**config.mk**
```make
export PLATFORM = sky130hd
export DESIGN_NAME = i2c_status_slave
export DESIGN_NICKNAME = d
export VERILOG_FILES = /design/src/rtl/i2c_st_pkg.sv /design/src/rtl/i2c_line_sync.sv /design/src/rtl/i2c_slave_engine.sv /design/src/rtl/i2c_status_slave.sv
export SDC_FILE = /design/constraint.sdc
export NUM_CORES = 1
export LEC_CHECK = 0
export BUFFER_PORTS_ARGS = -buffer_cell sky130_fd_sc_hd__buf_2
export CORE_UTILIZATION = 45
export CTS_CLUSTER_DIAMETER = 50
export DETAILED_ROUTE_END_ITERATION = 12
export HOLD_SLACK_MARGIN = 0.02
export PLACE_DENSITY_LB_ADDON = 0.25
export SYNTH_ARGS = -nofsm -noshare
export SYNTH_HDL_FRONTEND = slang
export SYNTH_HIERARCHICAL = 1
export SYNTH_SLANG_ARGS = --single-unit
```
**constraint.sdc**
```tcl
create_clock -name clk -period 3.6 [get_ports clk]
set_input_delay 0 -clock clk [delete_from_list [all_inputs] [get_ports clk]]
set_output_delay 0 -clock clk [all_outputs]
set_load 0.02 [all_outputs]
```
**src/rtl/i2c_st_pkg.sv**
```systemverilog
package i2c_st_pkg;
  typedef enum logic [2:0] {
    ST_IDLE, ST_ADDR, ST_ADDR_ACK, ST_RX, ST_RX_ACK, ST_TX, ST_TX_ACK, ST_BERR
  } eng_state_e;

  localparam logic [7:0] CODE_BERR    = 8'h00;
  localparam logic [7:0] CODE_WR_ADDR = 8'h60;
  localparam logic [7:0] CODE_RX_ACK  = 8'h80;
  localparam logic [7:0] CODE_RX_NACK = 8'h88;
  localparam logic [7:0] CODE_STOP    = 8'hA0;
  localparam logic [7:0] CODE_RD_ADDR = 8'hA8;
  localparam logic [7:0] CODE_TX_ACK  = 8'hB8;
  localparam logic [7:0] CODE_TX_NACK = 8'hC0;
  localparam logic [7:0] CODE_TX_LAST = 8'hC8;
  localparam logic [7:0] CODE_NONE    = 8'hF8;

  localparam logic [1:0] HREG_CTRL = 2'd0;
  localparam logic [1:0] HREG_OWN  = 2'd1;
  localparam logic [1:0] HREG_TX   = 2'd2;
endpackage

```
**src/rtl/i2c_line_sync.sv**
```systemverilog
module i2c_line_sync #(
  parameter int STAGES = 2
) (
  input  logic clk,
  input  logic rst,
  input  logic scl_in,
  input  logic sda_in,
  output logic sda_lvl,
  output logic scl_rise,
  output logic scl_fall,
  output logic start_seen,
  output logic stop_seen
);
  logic [STAGES-1:0] scl_ff, sda_ff;
  logic scl_prev, sda_prev;
  logic scl_cur, sda_cur;

  always_ff @(posedge clk) begin
    if (rst) begin
      scl_ff   <= '1;
      sda_ff   <= '1;
      scl_prev <= 1'b1;
      sda_prev <= 1'b1;
    end else begin
      scl_ff   <= {scl_ff[STAGES-2:0], scl_in};
      sda_ff   <= {sda_ff[STAGES-2:0], sda_in};
      scl_prev <= scl_ff[STAGES-1];
      sda_prev <= sda_ff[STAGES-1];
    end
  end

  assign scl_cur    = scl_ff[STAGES-1];
  assign sda_cur    = sda_ff[STAGES-1];
  assign sda_lvl    = sda_cur;
  assign scl_rise   = scl_cur & ~scl_prev;
  assign scl_fall   = ~scl_cur & scl_prev;
  assign start_seen = scl_cur & scl_prev & sda_prev & ~sda_cur;
  assign stop_seen  = scl_cur & scl_prev & ~sda_prev & sda_cur;
endmodule

```
**src/rtl/i2c_slave_engine.sv**
```systemverilog
module i2c_slave_engine
  import i2c_st_pkg::*;
#(
  parameter int ADDR_W = 7
) (
  input  logic              clk,
  input  logic              rst,
  input  logic              sda_lvl,
  input  logic              scl_rise,
  input  logic              scl_fall,
  input  logic              start_seen,
  input  logic              stop_seen,
  input  logic [ADDR_W-1:0] own_addr,
  input  logic              ack_en,
  input  logic [ADDR_W:0]   tx_byte,
  input  logic              clr_irq,
  input  logic              stop_req,
  output logic              irq,
  output logic [7:0]        status,
  output logic [ADDR_W:0]   rx_byte,
  output logic              stop_ack,
  output logic              scl_low,
  output logic              sda_low
);
  localparam int BYTE_W = ADDR_W + 1;
  localparam int CNT_W  = $clog2(BYTE_W);
  localparam logic [CNT_W-1:0] LAST_BIT = CNT_W'(BYTE_W - 1);

  eng_state_e        state;
  logic [CNT_W-1:0]  bitcnt;
  logic [BYTE_W-1:0] shift, byte_in;
  logic samp, have_bit, rx_ack, mack, rw_q, hold_q;
  logic frozen;

  assign frozen  = irq & hold_q;
  assign byte_in = {shift[BYTE_W-2:0], samp};

  always_ff @(posedge clk) begin
    if (rst) begin
      state    <= ST_IDLE;
      bitcnt   <= '0;
      shift    <= '0;
      samp     <= 1'b1;
      have_bit <= 1'b0;
      rx_ack   <= 1'b0;
      mack     <= 1'b0;
      rw_q     <= 1'b0;
      hold_q   <= 1'b0;
      irq      <= 1'b0;
      status   <= CODE_NONE;
      rx_byte  <= '0;
      stop_ack <= 1'b0;
      scl_low  <= 1'b0;
      sda_low  <= 1'b0;
    end else begin
      stop_ack <= 1'b0;
      if (clr_irq && irq) begin
        irq    <= 1'b0;
        hold_q <= 1'b0;
        status <= CODE_NONE;
        if (stop_req) begin
          state    <= ST_IDLE;
          stop_ack <= 1'b1;
          have_bit <= 1'b0;
          bitcnt   <= '0;
        end else if (state == ST_TX && hold_q) begin
          shift    <= tx_byte;
          bitcnt   <= '0;
          have_bit <= 1'b0;
        end
      end else if (!frozen) begin
        if (start_seen || stop_seen) begin
          have_bit <= 1'b0;
          case (state)
            ST_IDLE: if (start_seen) begin
              state  <= ST_ADDR;
              bitcnt <= '0;
            end
            ST_ADDR: begin
              if (bitcnt == '0) begin
                state <= start_seen ? ST_ADDR : ST_IDLE;
              end else begin
                state <= ST_BERR; irq <= 1'b1; status <= CODE_BERR; hold_q <= 1'b0;
              end
            end
            ST_RX, ST_TX: begin
              if (bitcnt == '0) begin
                state  <= start_seen ? ST_ADDR : ST_IDLE;
                irq    <= 1'b1;
                status <= CODE_STOP;
                hold_q <= 1'b0;
              end else begin
                state <= ST_BERR; irq <= 1'b1; status <= CODE_BERR; hold_q <= 1'b0;
              end
              bitcnt <= '0;
            end
            ST_ADDR_ACK, ST_RX_ACK, ST_TX_ACK: begin
              state <= ST_BERR; irq <= 1'b1; status <= CODE_BERR; hold_q <= 1'b0;
              bitcnt <= '0;
            end
            default: ;
          endcase
        end else if (scl_rise) begin
          have_bit <= 1'b1;
          samp     <= sda_lvl;
          if (state == ST_TX_ACK) mack <= ~sda_lvl;
        end else if (scl_fall && have_bit) begin
          have_bit <= 1'b0;
          case (state)
            ST_ADDR: begin
              shift  <= byte_in;
              bitcnt <= bitcnt + 1'b1;
              if (bitcnt == LAST_BIT) begin
                bitcnt <= '0;
                if (ack_en && byte_in[BYTE_W-1:1] == own_addr) begin
                  state <= ST_ADDR_ACK;
                  rw_q  <= byte_in[0];
                end else begin
                  state <= ST_IDLE;
                end
              end
            end
            ST_ADDR_ACK: begin
              irq    <= 1'b1;
              hold_q <= 1'b1;
              status <= rw_q ? CODE_RD_ADDR : CODE_WR_ADDR;
              state  <= rw_q ? ST_TX : ST_RX;
              bitcnt <= '0;
            end
            ST_RX: begin
              shift  <= byte_in;
              bitcnt <= bitcnt + 1'b1;
              if (bitcnt == LAST_BIT) begin
                bitcnt <= '0;
                rx_ack <= ack_en;
                state  <= ST_RX_ACK;
              end
            end
            ST_RX_ACK: begin
              rx_byte <= shift;
              irq     <= 1'b1;
              hold_q  <= 1'b1;
              status  <= rx_ack ? CODE_RX_ACK : CODE_RX_NACK;
              state   <= rx_ack ? ST_RX : ST_IDLE;
              bitcnt  <= '0;
            end
            ST_TX: begin
              shift  <= {shift[BYTE_W-2:0], 1'b1};
              bitcnt <= bitcnt + 1'b1;
              if (bitcnt == LAST_BIT) begin
                bitcnt <= '0;
                state  <= ST_TX_ACK;
              end
            end
            ST_TX_ACK: begin
              irq    <= 1'b1;
              hold_q <= 1'b1;
              bitcnt <= '0;
              if (!mack) begin
                status <= CODE_TX_NACK;
                state  <= ST_IDLE;
              end else if (ack_en) begin
                status <= CODE_TX_ACK;
                state  <= ST_TX;
              end else begin
                status <= CODE_TX_LAST;
                state  <= ST_IDLE;
              end
            end
            default: ;
          endcase
        end
      end
      scl_low <= frozen;
      sda_low <= (state == ST_ADDR_ACK) || (state == ST_RX_ACK && rx_ack) ||
                 (state == ST_TX && !frozen && !shift[BYTE_W-1]);
    end
  end

  p_scl_hold_r12: assert property (@(posedge clk) disable iff (rst)
    (frozen && $past(frozen)) |-> scl_low);
  p_scl_free_r9: assert property (@(posedge clk) disable iff (rst)
    (!irq && !$past(irq)) |-> !scl_low);
  p_err_code_r9: assert property (@(posedge clk) disable iff (rst)
    (state == ST_BERR && irq) |-> (status == CODE_BERR));
  p_idle_release_r6: assert property (@(posedge clk) disable iff (rst)
    (state == ST_IDLE && $past(state) == ST_IDLE) |-> !sda_low);
endmodule

```
**src/rtl/i2c_status_slave.sv**
```systemverilog
module i2c_status_slave
  import i2c_st_pkg::*;
#(
  parameter int ADDR_W      = 7,
  parameter int SYNC_STAGES = 2
) (
  input  logic            clk,
  input  logic            rst,
  input  logic            scl_in,
  input  logic            sda_in,
  output logic            scl_drive_low,
  output logic            sda_drive_low,
  input  logic            host_wr,
  input  logic [1:0]      host_addr,
  input  logic [ADDR_W:0] host_wdata,
  output logic            irq,
  output logic [7:0]      status,
  output logic [ADDR_W:0] rx_data,
  output logic [ADDR_W:0] ctrl_rd
);
  localparam int BYTE_W = ADDR_W + 1;

  logic sda_lvl, scl_rise, scl_fall, start_seen, stop_seen;
  logic [ADDR_W-1:0] own_q;
  logic [BYTE_W-1:0] tx_q;
  logic ack_en_q, stop_q, stop_ack;
  logic ctrl_wr, clr_irq, stop_req;

  assign ctrl_wr  = host_wr && host_addr == HREG_CTRL;
  assign clr_irq  = ctrl_wr && !host_wdata[1];
  assign stop_req = stop_q || (ctrl_wr && host_wdata[2]);

  always_ff @(posedge clk) begin
    if (rst) begin
      own_q    <= '0;
      tx_q     <= '1;
      ack_en_q <= 1'b0;
      stop_q   <= 1'b0;
    end else begin
      if (ctrl_wr) begin
        ack_en_q <= host_wdata[0];
        stop_q   <= host_wdata[2];
      end
      if (stop_ack) stop_q <= 1'b0;
      if (host_wr && host_addr == HREG_OWN) own_q <= host_wdata[ADDR_W-1:0];
      if (host_wr && host_addr == HREG_TX)  tx_q  <= host_wdata;
    end
  end

  assign ctrl_rd = {{(BYTE_W-3){1'b0}}, stop_q, irq, ack_en_q};

  i2c_line_sync #(.STAGES(SYNC_STAGES)) u_sync (
    .clk(clk), .rst(rst), .scl_in(scl_in), .sda_in(sda_in),
    .sda_lvl(sda_lvl), .scl_rise(scl_rise), .scl_fall(scl_fall),
    .start_seen(start_seen), .stop_seen(stop_seen)
  );

  i2c_slave_engine #(.ADDR_W(ADDR_W)) u_eng (
    .clk(clk), .rst(rst), .sda_lvl(sda_lvl), .scl_rise(scl_rise),
    .scl_fall(scl_fall), .start_seen(start_seen), .stop_seen(stop_seen),
    .own_addr(own_q), .ack_en(ack_en_q), .tx_byte(tx_q),
    .clr_irq(clr_irq), .stop_req(stop_req), .irq(irq), .status(status),
    .rx_byte(rx_data), .stop_ack(stop_ack),
    .scl_low(scl_drive_low), .sda_low(sda_drive_low)
  );

  p_idle_code_r11: assert property (@(posedge clk) disable iff (rst)
    !irq |-> (status == CODE_NONE));
  p_stop_clear_r10: assert property (@(posedge clk) disable iff (rst)
    stop_ack |=> !stop_q);
endmodule

```
# Word-level counts from Yosys, hierarchy flattened
# Cells that the tools add are included.
# W data, S select, Z words.
[classes]
n_eq_ne = 28
n_bitwise = 16
n_reduce_logical = 50
order_cmp = 0
n_mul = 0
mux = 66
n_div = 0
n_addsub = 1
n_shift = 0
[ops]
columns = ["operator", "count"]
rows = [
  ["$mux W8", 14],
  ["$mux W3", 23],
  ["$pmux W8 S3", 2],
  ["$reduce_and A7 Y1", 3],
  ["$pmux W3 S6", 1],
  ["$reduce_and A6 Y1", 3],
  ["$mux W1", 16],
  ["$pmux W8 S2", 1],
  ["$eq A3 B3 Y1 const B", 4],
  ["$logic_and A1 B1 Y1", 12],
  ["$ne A4 B1 Y1 const B", 3],
  ["$pmux W3 S2", 2],
  ["$reduce_bool A4 Y1", 3],
  ["$reduce_and A10 Y1", 1],
  ["$reduce_or A2 Y1", 5],
  ["$ne A3 B3 Y1 const B", 3],
  ["$pmux W3 S3", 1],
  ["$and A1 B1 Y1", 8],
  ["$ne A2 B2 Y1 const B", 4],
  ["$not A1 Y1", 8],
  ["$reduce_and A8 Y1", 1],
  ["$reduce_bool A8 Y1", 1],
  ["$eq A7 B7 Y1", 1],
  ["$mux W7", 1],
  ["other kinds (25)", 40],
]
[totals]
latchBits = 0
input_bits = 15
mem_bits_ro = 0
ram_bits = 0
out_inout_bits = 27
memories = 0
regBits = 63

# Depth between registers and ports, before layout
# Gate-level depths: netlist (run 1).
[logic_depth]
ltp_word = 10
mapped_depth = 8
mapped_depth_nobuf = 7

# By module
# The synthesis (run 1) kept the hierarchy.
[modules_own_cells]
columns = ["module", "area_each_um2", "cells_each", "seq_area_each_um2", "instances"]
rows = [
  ["i2c_slave_engine", 2070.7, 243, 740.7, 1],
  ["i2c_status_slave", 827.0, 87, 340.3, 1],
  ["i2c_line_sync", 190.2, 16, 120.1, 1],
]

# Worst setup path after synthesis (run 1)
# OpenSTA, ideal clock, no wires.
[synth_path]
path_kind = "flip-flop to flip-flop"
startpoint = "register u_sync.sda_ff[1]"
endpoint = "register u_eng.status[5]"
required_ns = 3.476
t_arrival_ns = 1.719
setup_ns = 0.124
path_buffers = 1
path_slack_ns = 1.757
stages_incl_launch_ff = 7
cell_sequence = "dfxtp_1 and4b_1 or2_0 buf_2 nand2_1 a221o_2 a2111o_1"
[synth_between]
elab_chain_len = 5
elab_cells_between_ends = 11
cone_classes = "eq/ne (3); mux (1); bitwise (3); reduce/logical (4)"
[synth_lines]
columns = ["element", "line_no", "rtl"]
rows = [
  ["start: declaration", "i2c_line_sync.sv:14", "logic [STAGES-1:0] scl_ff, sda_ff;"],
  ["start signal: assignment", "i2c_line_sync.sv:26", "sda_ff <= {sda_ff[STAGES-2:0], sda_in};"],
  ["$not A1 Y1 (*)", "i2c_line_sync.sv:37", "assign start_seen = scl_cur & scl_prev & sda_prev & ~sda_cur;"],
  ["$and A1 B1 Y1 (*)", "i2c_line_sync.sv:37", ""],
  ["via start_seen", "i2c_status_slave.sv:23", "logic sda_lvl, scl_rise, scl_fall, start_seen, stop_seen;"],
  ["$logic_or A1 B1 Y1 (*)", "i2c_slave_engine.sv:72", "if (start_seen || stop_seen) begin"],
  ["$ne A4 B4 Y1 (no line) (tied with other cells)", "-", ""],
  ["$reduce_and A6 Y1 (no line)", "-", ""],
  ["end signal: assignment", "i2c_slave_engine.sv:126", "status <= rw_q ? CODE_RD_ADDR : CODE_WR_ADDR;"],
  ["end signal: assignment", "i2c_slave_engine.sv:143", "status <= rx_ack ? CODE_RX_ACK : CODE_RX_NACK;"],
  ["end: declaration", "i2c_slave_engine.sv:19", "output logic [7:0] status,"],
]
# Mark *: on every way through the listed nets, which the timed path passes. The rest lies on a longest branch.
# A chain may end at the register's enable or synchronous reset.

# Final worst setup path (run 1)
[layout_path]
startpoint = "input host_addr[0]"
endpoint = "register u_eng.shift[5]"
[layout_between]
elab_chain_len = 6
elab_cells_between_ends = 15
cone_classes = "eq/ne (5); mux (1); reduce/logical (9)"
[layout_lines]
columns = ["element", "line_no", "rtl"]
rows = [
  ["start: declaration", "i2c_status_slave.sv:14", "input logic [1:0] host_addr,"],
  ["$logic_not A2 Y1 (*)", "i2c_status_slave.sv:29", "assign ctrl_wr = host_wr && host_addr == HREG_CTRL;"],
  ["$logic_and A1 B1 Y1 (*)", "i2c_status_slave.sv:29", ""],
  ["$logic_and A1 B1 Y1 (*)", "i2c_status_slave.sv:30", "assign clr_irq = ctrl_wr && !host_wdata[1];"],
  ["via clr_irq", "i2c_status_slave.sv:27", "logic ctrl_wr, clr_irq, stop_req;"],
  ["$logic_and A1 B1 Y1 (*)", "i2c_slave_engine.sv:57", "if (clr_irq && irq) begin"],
  ["$ne A2 B2 Y1 (no line) (tied with other cells)", "-", ""],
  ["$reduce_and A7 Y1 (no line)", "-", ""],
  ["end signal: assignment", "i2c_slave_engine.sv:67", "shift <= tx_byte;"],
  ["end signal: assignment", "i2c_slave_engine.sv:111", "shift <= byte_in;"],
  ["end signal: assignment", "i2c_slave_engine.sv:131", "shift <= byte_in;"],
  ["end: declaration", "i2c_slave_engine.sv:31", "logic [BYTE_W-1:0] shift, byte_in;"],
]
# Marks and branches as above.

==> summary.txt, run 1 <==
Finish
  – Layout net count: 400
  – Most common cell after layout, fill and taps aside: dfxtp_1
  – Layout cells sized above 1: 0.174
  – Most frequent cells in the layout: dfxtp_1, nor2_1, buf_2, mux2i_1, nand2_1
  – Footprint of the multi-input gates: between 0.0015 and 0.002 mm^2
  – Final Instance Area: 0.00354 mm^2
  – Diodes inserted: 0
  – Synth-to-layout area growth: 14.8%
  – FILL cells: 609
  – Reg area: 0.00120 mm^2

Clocking
  – CTS tree: done
  – CTS H-tree lvls: 3
  – Post-CTS Resized: 0
  – # hold bufs at CTS: 12
  – Clk_lat worst skew: 0.34 ns
  – Clock sink count: 60
  – Clock buffer depth: 2
  – Setup Buffers After CTS: 0
  – Clock slew at reported path FFs: ~0.070 ns
  – CTS root buf: clkbuf_8
  – TritonCTS buffer count: 9

STA
  – RSZ-0062 raised after global routing: false
  – Fin. Hold Viols: 0
  – Setup TNS: 0 ns
  – Crit share post-route: 0.621
  – Worst Tran Pin Value: between 0.6 and 0.7 ns
  – Min Clock Period, post-route: 2.24 ns
  – Maximum achievable frequency: ~450 MHz
  – Max Clock Skew: a little over 0.01 ns
  – Setup violators final: 0
  – Hold_ws: ~0.095 ns
  – Count of final max-slew check failures: 0
  – Worst slew margin: 0.577

Pwr
  – Clock share of power: 0.456
  – Leakage power: around 1.4 nW
  – Comb pwr share: 0.073
  – Sw Pwr: around 330 uW
  – Switch share: 0.227
  – Sequential share of power: 0.471
  – Worst VDD drop: between 0.2 and 0.3 mV
  – Final Total Pwr: between 1 and 1.5 mW
  – Pwr/cell area: a little over 400 mW/mm^2
  – Internal Dissipation: approximately 1.1 mW

Placement
  – Port bufs: 33
  – RePlAce Congestion: approximately 0.90
  – Detail Placement HPWL: about 4700 um
  – Placed Area: approximately 0.0032 mm^2

Floorplan
  – Ports: 42
  – FP Rows: 29
  – Initial Util: 0.475
  – Die Span X: approximately 85 um
  – CORE AREA: roughly 0.0065 mm^2
  – DIE AREA: 0.00720 mm^2
  – Die height: approximately 85 um

Yosys
  – Post-synthesis sequential area ratio: 0.389
  – Post-synth cell types: 60
  – Asr flop ratio synth: 0
  – Yosys warns: 6
  – Number of synthesized flops with an enable pin: 0
  – Syn Area/Cell: 8.92 um^2
  – Mapped Area: ~0.0031 mm^2
  – Seq cells post-synth: 60
  – Top FF cell, synth: dfxtp_1
  – Cells after Synth: ~350

Detailed routing
  – Via count: approximately 2,500
  – # DRC: 4
  – DR iter-0 viols: 290
  – DRT antenna net count: 0
  – Drt pass-1 iters: 10
  – DR WL/cell: 14.4 um
  – WL final: ~6700 um
  – DR vias/cell: roughly 5.4

Setup path
  – Maximum fanout along the worst path: 16
  – WS Path Type: in2reg
  – Critical path arrival: 2.49 ns
  – Crit path capture type: register
  – Worst EP required: between 3 and 4 ns
  – CP startpoint kind: input pin

Status
  – Failing checks: DRC
  – Status: complete, but fails checks

Hold path
  – Hold Crit Class: in2reg

GRT
  – Initial antenna violation count: 0
  – Number of global-route vias before repair: 2,295
  – Largest net degree at the start of global routing: 40
  – GRT Overall Usage: 0.203
  – First-pass GRT wire length: 11,200 um
  – Gr ovfl total: 0

Run
  – Max Cap Violations: 0
worst paths after layout:
path	start	end	slack (ns)	depth (start not counted)
worst max-delay path	host_addr[0]	u_eng/shift[5]$_SDFFE_PP0P_	1.36	9
worst min-delay path	host_wr	ack_en_q$_SDFFE_PP0P_	0.09	3
worst max register to register	u_sync/scl_ff[1]$_SDFF_PP1_	u_eng/status[5]$_SDFFE_PP1P_	1.48	6
worst min register to register	u_sync/sda_ff[0]$_SDFF_PP1_	u_sync/sda_ff[1]$_SDFF_PP1_	0.40	1
layout make-up:
cell class              count  area share
clock inverters             4      0.0208
clock buffers              11      0.0399
multi-input cells         258       0.482
repair buffers             47      0.0847
inverters                   6     0.00635
flip-flops and latches     60       0.339
well taps                  77      0.0272
power by group through the flow:
stage,Sequential (mW),Combinational [mW],Clock (mW)
2_1_floorplan,0.698,0.0820,0
3_3_place_gp,0.701,0.0962,0
3_5_place_dp,0.702,0.0965,0
4_1_cts,0.686,0.107,0.682
5_1_grt,0.688,0.117,0.717
6_report,0.687,0.107,0.665
critical path, stage by stage:
cell           delay (ns)
dlygate4sd3_1        0.53
buf_2                0.13
or3b_1               0.41
nor2_1               0.12
buf_4                0.23
nand3_2              0.14
o32ai_4              0.54
nor2_1               0.12
a311oi_2             0.25
cells by family (layout without fill, tap and decap cells):
kind of cell,count (synthesis),count (layout),share of synthesized area
buffers and inverters,34,68,0.0648
adder cells (fa/ha/maj),3,3,0.0122
multiplexers,33,33,0.108
other,2,8,0.00243
flip-flops,60,60,0.389
AO/OA/AOI/OAI,51,51,0.139
AND/OR/NAND/NOR,155,155,0.262
XOR/XNOR,8,8,0.0227
synth_stat cells (3+ instances only):
master / count / area [um^2]
nand2_1: 27 / 101
a211o_1: 3 / 26.3
buf_2: 4 / 20.0
buf_6: 3 / 33.8
mux2i_1: 31 / 310
nor3b_1: 4 / 30.0
nand2b_1: 24 / 150
xnor2_1: 7 / 61.3
ha_1: 3 / 37.5
buf_4: 12 / 90.1
nor2_1: 51 / 191
dfxtp_1: 60 / 1200
clkbuf_1: 9 / 33.8
nor2b_1: 3 / 18.8
a21o_1: 3 / 22.5
nand4_1: 6 / 37.5
a21oi_1: 11 / 55.1
o21ai_0: 6 / 30.0
a311oi_1: 5 / 43.8
nand3_1: 10 / 50.1
and3b_1: 3 / 26.3
inv_1: 6 / 22.5
or2_1: 6 / 37.5
through the flow:
stage	worst slack [ns]	utilization	std cells
2_1_floorplan	1.76	-	352
3_3_place_gp	1.52	0.494	436
3_5_place_dp	1.51	0.494	436
4_1_cts	1.40	0.546	463
5_1_grt	1.14	0.546	463
6_report	1.36	0.546	463
state kept, by name, indices dropped and copies added (netlist names), 2 cells and up:
name,flops
u_eng/state,3
u_eng/bitcnt,3
u_sync/sda_ff,2
u_eng/shift,8
u_eng/status,5
own_q,7
u_sync/scl_ff,2
u_eng/rx_byte,8
tx_q,8
layer usage:
layer | wire length (um) | up-vias | GRT usage
li1 | - | 1258 | -
met1 | 3380 | 1129 | 0.285
met2 | 2800 | 89 | 0.299
met3 | 358 | 12 | 0.0370
met4 | 135 | 0 | 0.100
met5 | 0 | - | 0
(Power assumes the default switching activity.)
==> run 2, diff against run 1 <==
==> constraint.sdc (replaced) <==
create_clock -name clk -period 1.8 [get_ports clk]
set_input_delay 0 -clock clk [delete_from_list [all_inputs] [get_ports clk]]
set_output_delay 0 -clock clk [all_outputs]
set_load 0.02 [all_outputs]
==> summary.txt, run 2 (synthesis gave the netlist of run 1 again) <==
Placement
  – Placed Area: between 0.003 and 0.004 mm^2
  – Dpl cells: around 470
  – Worst slack, placed: -0.0366 ns
  – Port bufs: 33
  – Detail Placement HPWL: just over 5000 um
  – RePlAce Congestion: about 0.9

Floorplan
  – DIE AREA: around 0.0072 mm^2
  – Die height: 84.8 um
  – Ports: 42
  – CORE AREA: roughly 0.0065 mm^2
  – FP Rows: 29
  – Die Span X: roughly 85 um
  – Initial Util: 0.475

Finish
  – Final Instance Area: around 0.004 mm^2
  – Layout cells sized above 1: 0.288
  – Most frequent cells in the layout: dfxtp_1, nor2_1, buf_2, buf_4, mux2i_1
  – Footprint of the multi-input gates: 0.00179 mm^2
  – Final core occ: 0.603
  – Layout net count: 433
  – Final cell count without fillers: 497
  – Synth-to-layout area growth: 26.8%
  – FILL cells: 560
  – Most common cell after layout, fill and taps aside: dfxtp_1
  – Biggest regs: tx_q (8), u_eng/rx_byte (8), u_eng/shift (8)
  – Reg area: approximately 0.0012 mm^2
  – Diodes inserted: 0

STA
  – Max Clock Skew: around 0.012 ns
  – Crit share post-route: 1.00
  – Min Clock Period, post-route: about 1.8 ns
  – Maximum achievable frequency: approximately 560 MHz
  – RSZ-0062 raised after global routing: true
  – Final WS setup: -0.00169 ns
  – Fin. Hold Viols: 0
  – Count of final max-slew check failures: 0
  – Setup violators final: 1

GRT
  – Initial antenna violation count: 0
  – Number of global-route vias before repair: roughly 2,400
  – Largest net degree at the start of global routing: 56
  – First-pass GRT wire length: approximately 12,000 um
  – Gr ovfl total: 0
  – GRT Overall Usage: 0.211

Hold path
  – Hold Crit Class: in2reg

Detailed routing
  – DRT antenna net count: 0
  – Drt pass-1 iters: 9
  – DR iter-0 viols: 192
  – DR vias/cell: 5.20
  – DR WL/cell: 14.4 um
  – Via count: roughly 2,600
  – # DRC: 6
  – WL final: ~7000 um

Clocking
  – TritonCTS buffer count: 9
  – Clock sink count: 60
  – CTS H-tree lvls: 3
  – CTS tree: done
  – CTS root buf: clkbuf_8
  – Clock buffer depth: 2
  – Clk_lat worst skew: between 0.3 and 0.4 ns
  – Clock slew at reported path FFs: 0.06 ns

Setup path
  – WS Path Type: reg2reg
  – Crit path capture type: register
  – Worst EP required: just over 2 ns
  – Critical path arrival: a little over 2 ns
  – Maximum fanout along the worst path: 5
  – CP startpoint kind: register

Run
  – Max Cap Violations: 0

Pwr
  – Leakage power: about 1.6 nW
  – Worst VDD drop: 0.576 mV
  – Pwr/cell area: between 700 and 800 mW/mm^2

Status
  – Failing checks: DRC, setup timing
  – Status: complete, but fails checks
[run 2: metrics by stage]
step | TNS, ns | power, mW | hold slack, ns
after global routing | -0.377 | 3.07 | 0.0453
after floorplan | -0.0105 | 1.56 | 0.0971
after CTS | 0 | 2.96 | 0.0249
after detailed placement | -0.230 | 1.62 | 0.180
after global placement | -0.0110 | 1.61 | 0.179
final | -0.00169 | 2.94 | 0.0422
[run 2: final timing paths]
kind / from / end / slack, ns / depth (start not counted)
worst min-delay path: rst / u_eng/status[6]$_SDFFE_PP1P_ / 0.04 / 3
worst min register to register: u_sync/sda_ff[0]$_SDFF_PP1_ / u_sync/sda_ff[1]$_SDFF_PP1_ / 0.40 / 1
worst max register to register: u_sync/sda_ff[1]$_SDFF_PP1_ / u_eng/state[1]$_SDFFE_PP0P_ / -0.002 / 6
worst max-delay path: u_sync/sda_ff[1]$_SDFF_PP1_ / u_eng/state[1]$_SDFFE_PP0P_ / -0.002 / 6
[run 2: power breakdown]
group	internal (mW)	leakage [nW]	switching, mW
Sequential	1.35	0.487	0.0200
Combinational	0.115	1.02	0.133
Clock	0.816	0.107	0.508
[run 2: cell type report]
| type | instances | share of cell area |
|---|---|---|
| Clock buffer | 12 | 0.0371 |
| Clock inverter | 4 | 0.0185 |
| Inverter | 6 | 0.00575 |
| Multi-Input combinational cell | 258 | 0.457 |
| Sequential cell | 60 | 0.309 |
| Tap cell | 77 | 0.0246 |
| Timing Repair Buffer | 80 | 0.148 |
[run 2: critical path, cell delays in order (launching register included)]
cell	delay (ns)
dfxtp_2	0.35
and4b_2	0.26
or2_4	0.28
mux2_4	0.29
a22oi_4	0.19
nand2_2	0.11
o41ai_4	0.22
[run 2: layer usage]
layer | part of all wire | wire length, um | global-route usage
met1 | 0.48 | 3440 | 0.280
met2 | 0.45 | 3230 | 0.325
met3 | 0.058 | 414 | 0.0496
met4 | 0.012 | 83 | 0.102
met5 | 0 | 0 | 0
[run 2: timing repair]
item                       CTS  global route
hold buffers                10             0
hold endpoints to repair    18             0
gates cloned                 0             1
buffers inserted             3             2
setup endpoints to repair   18            28
pin swaps                    3            13
gates resized for setup      6            21
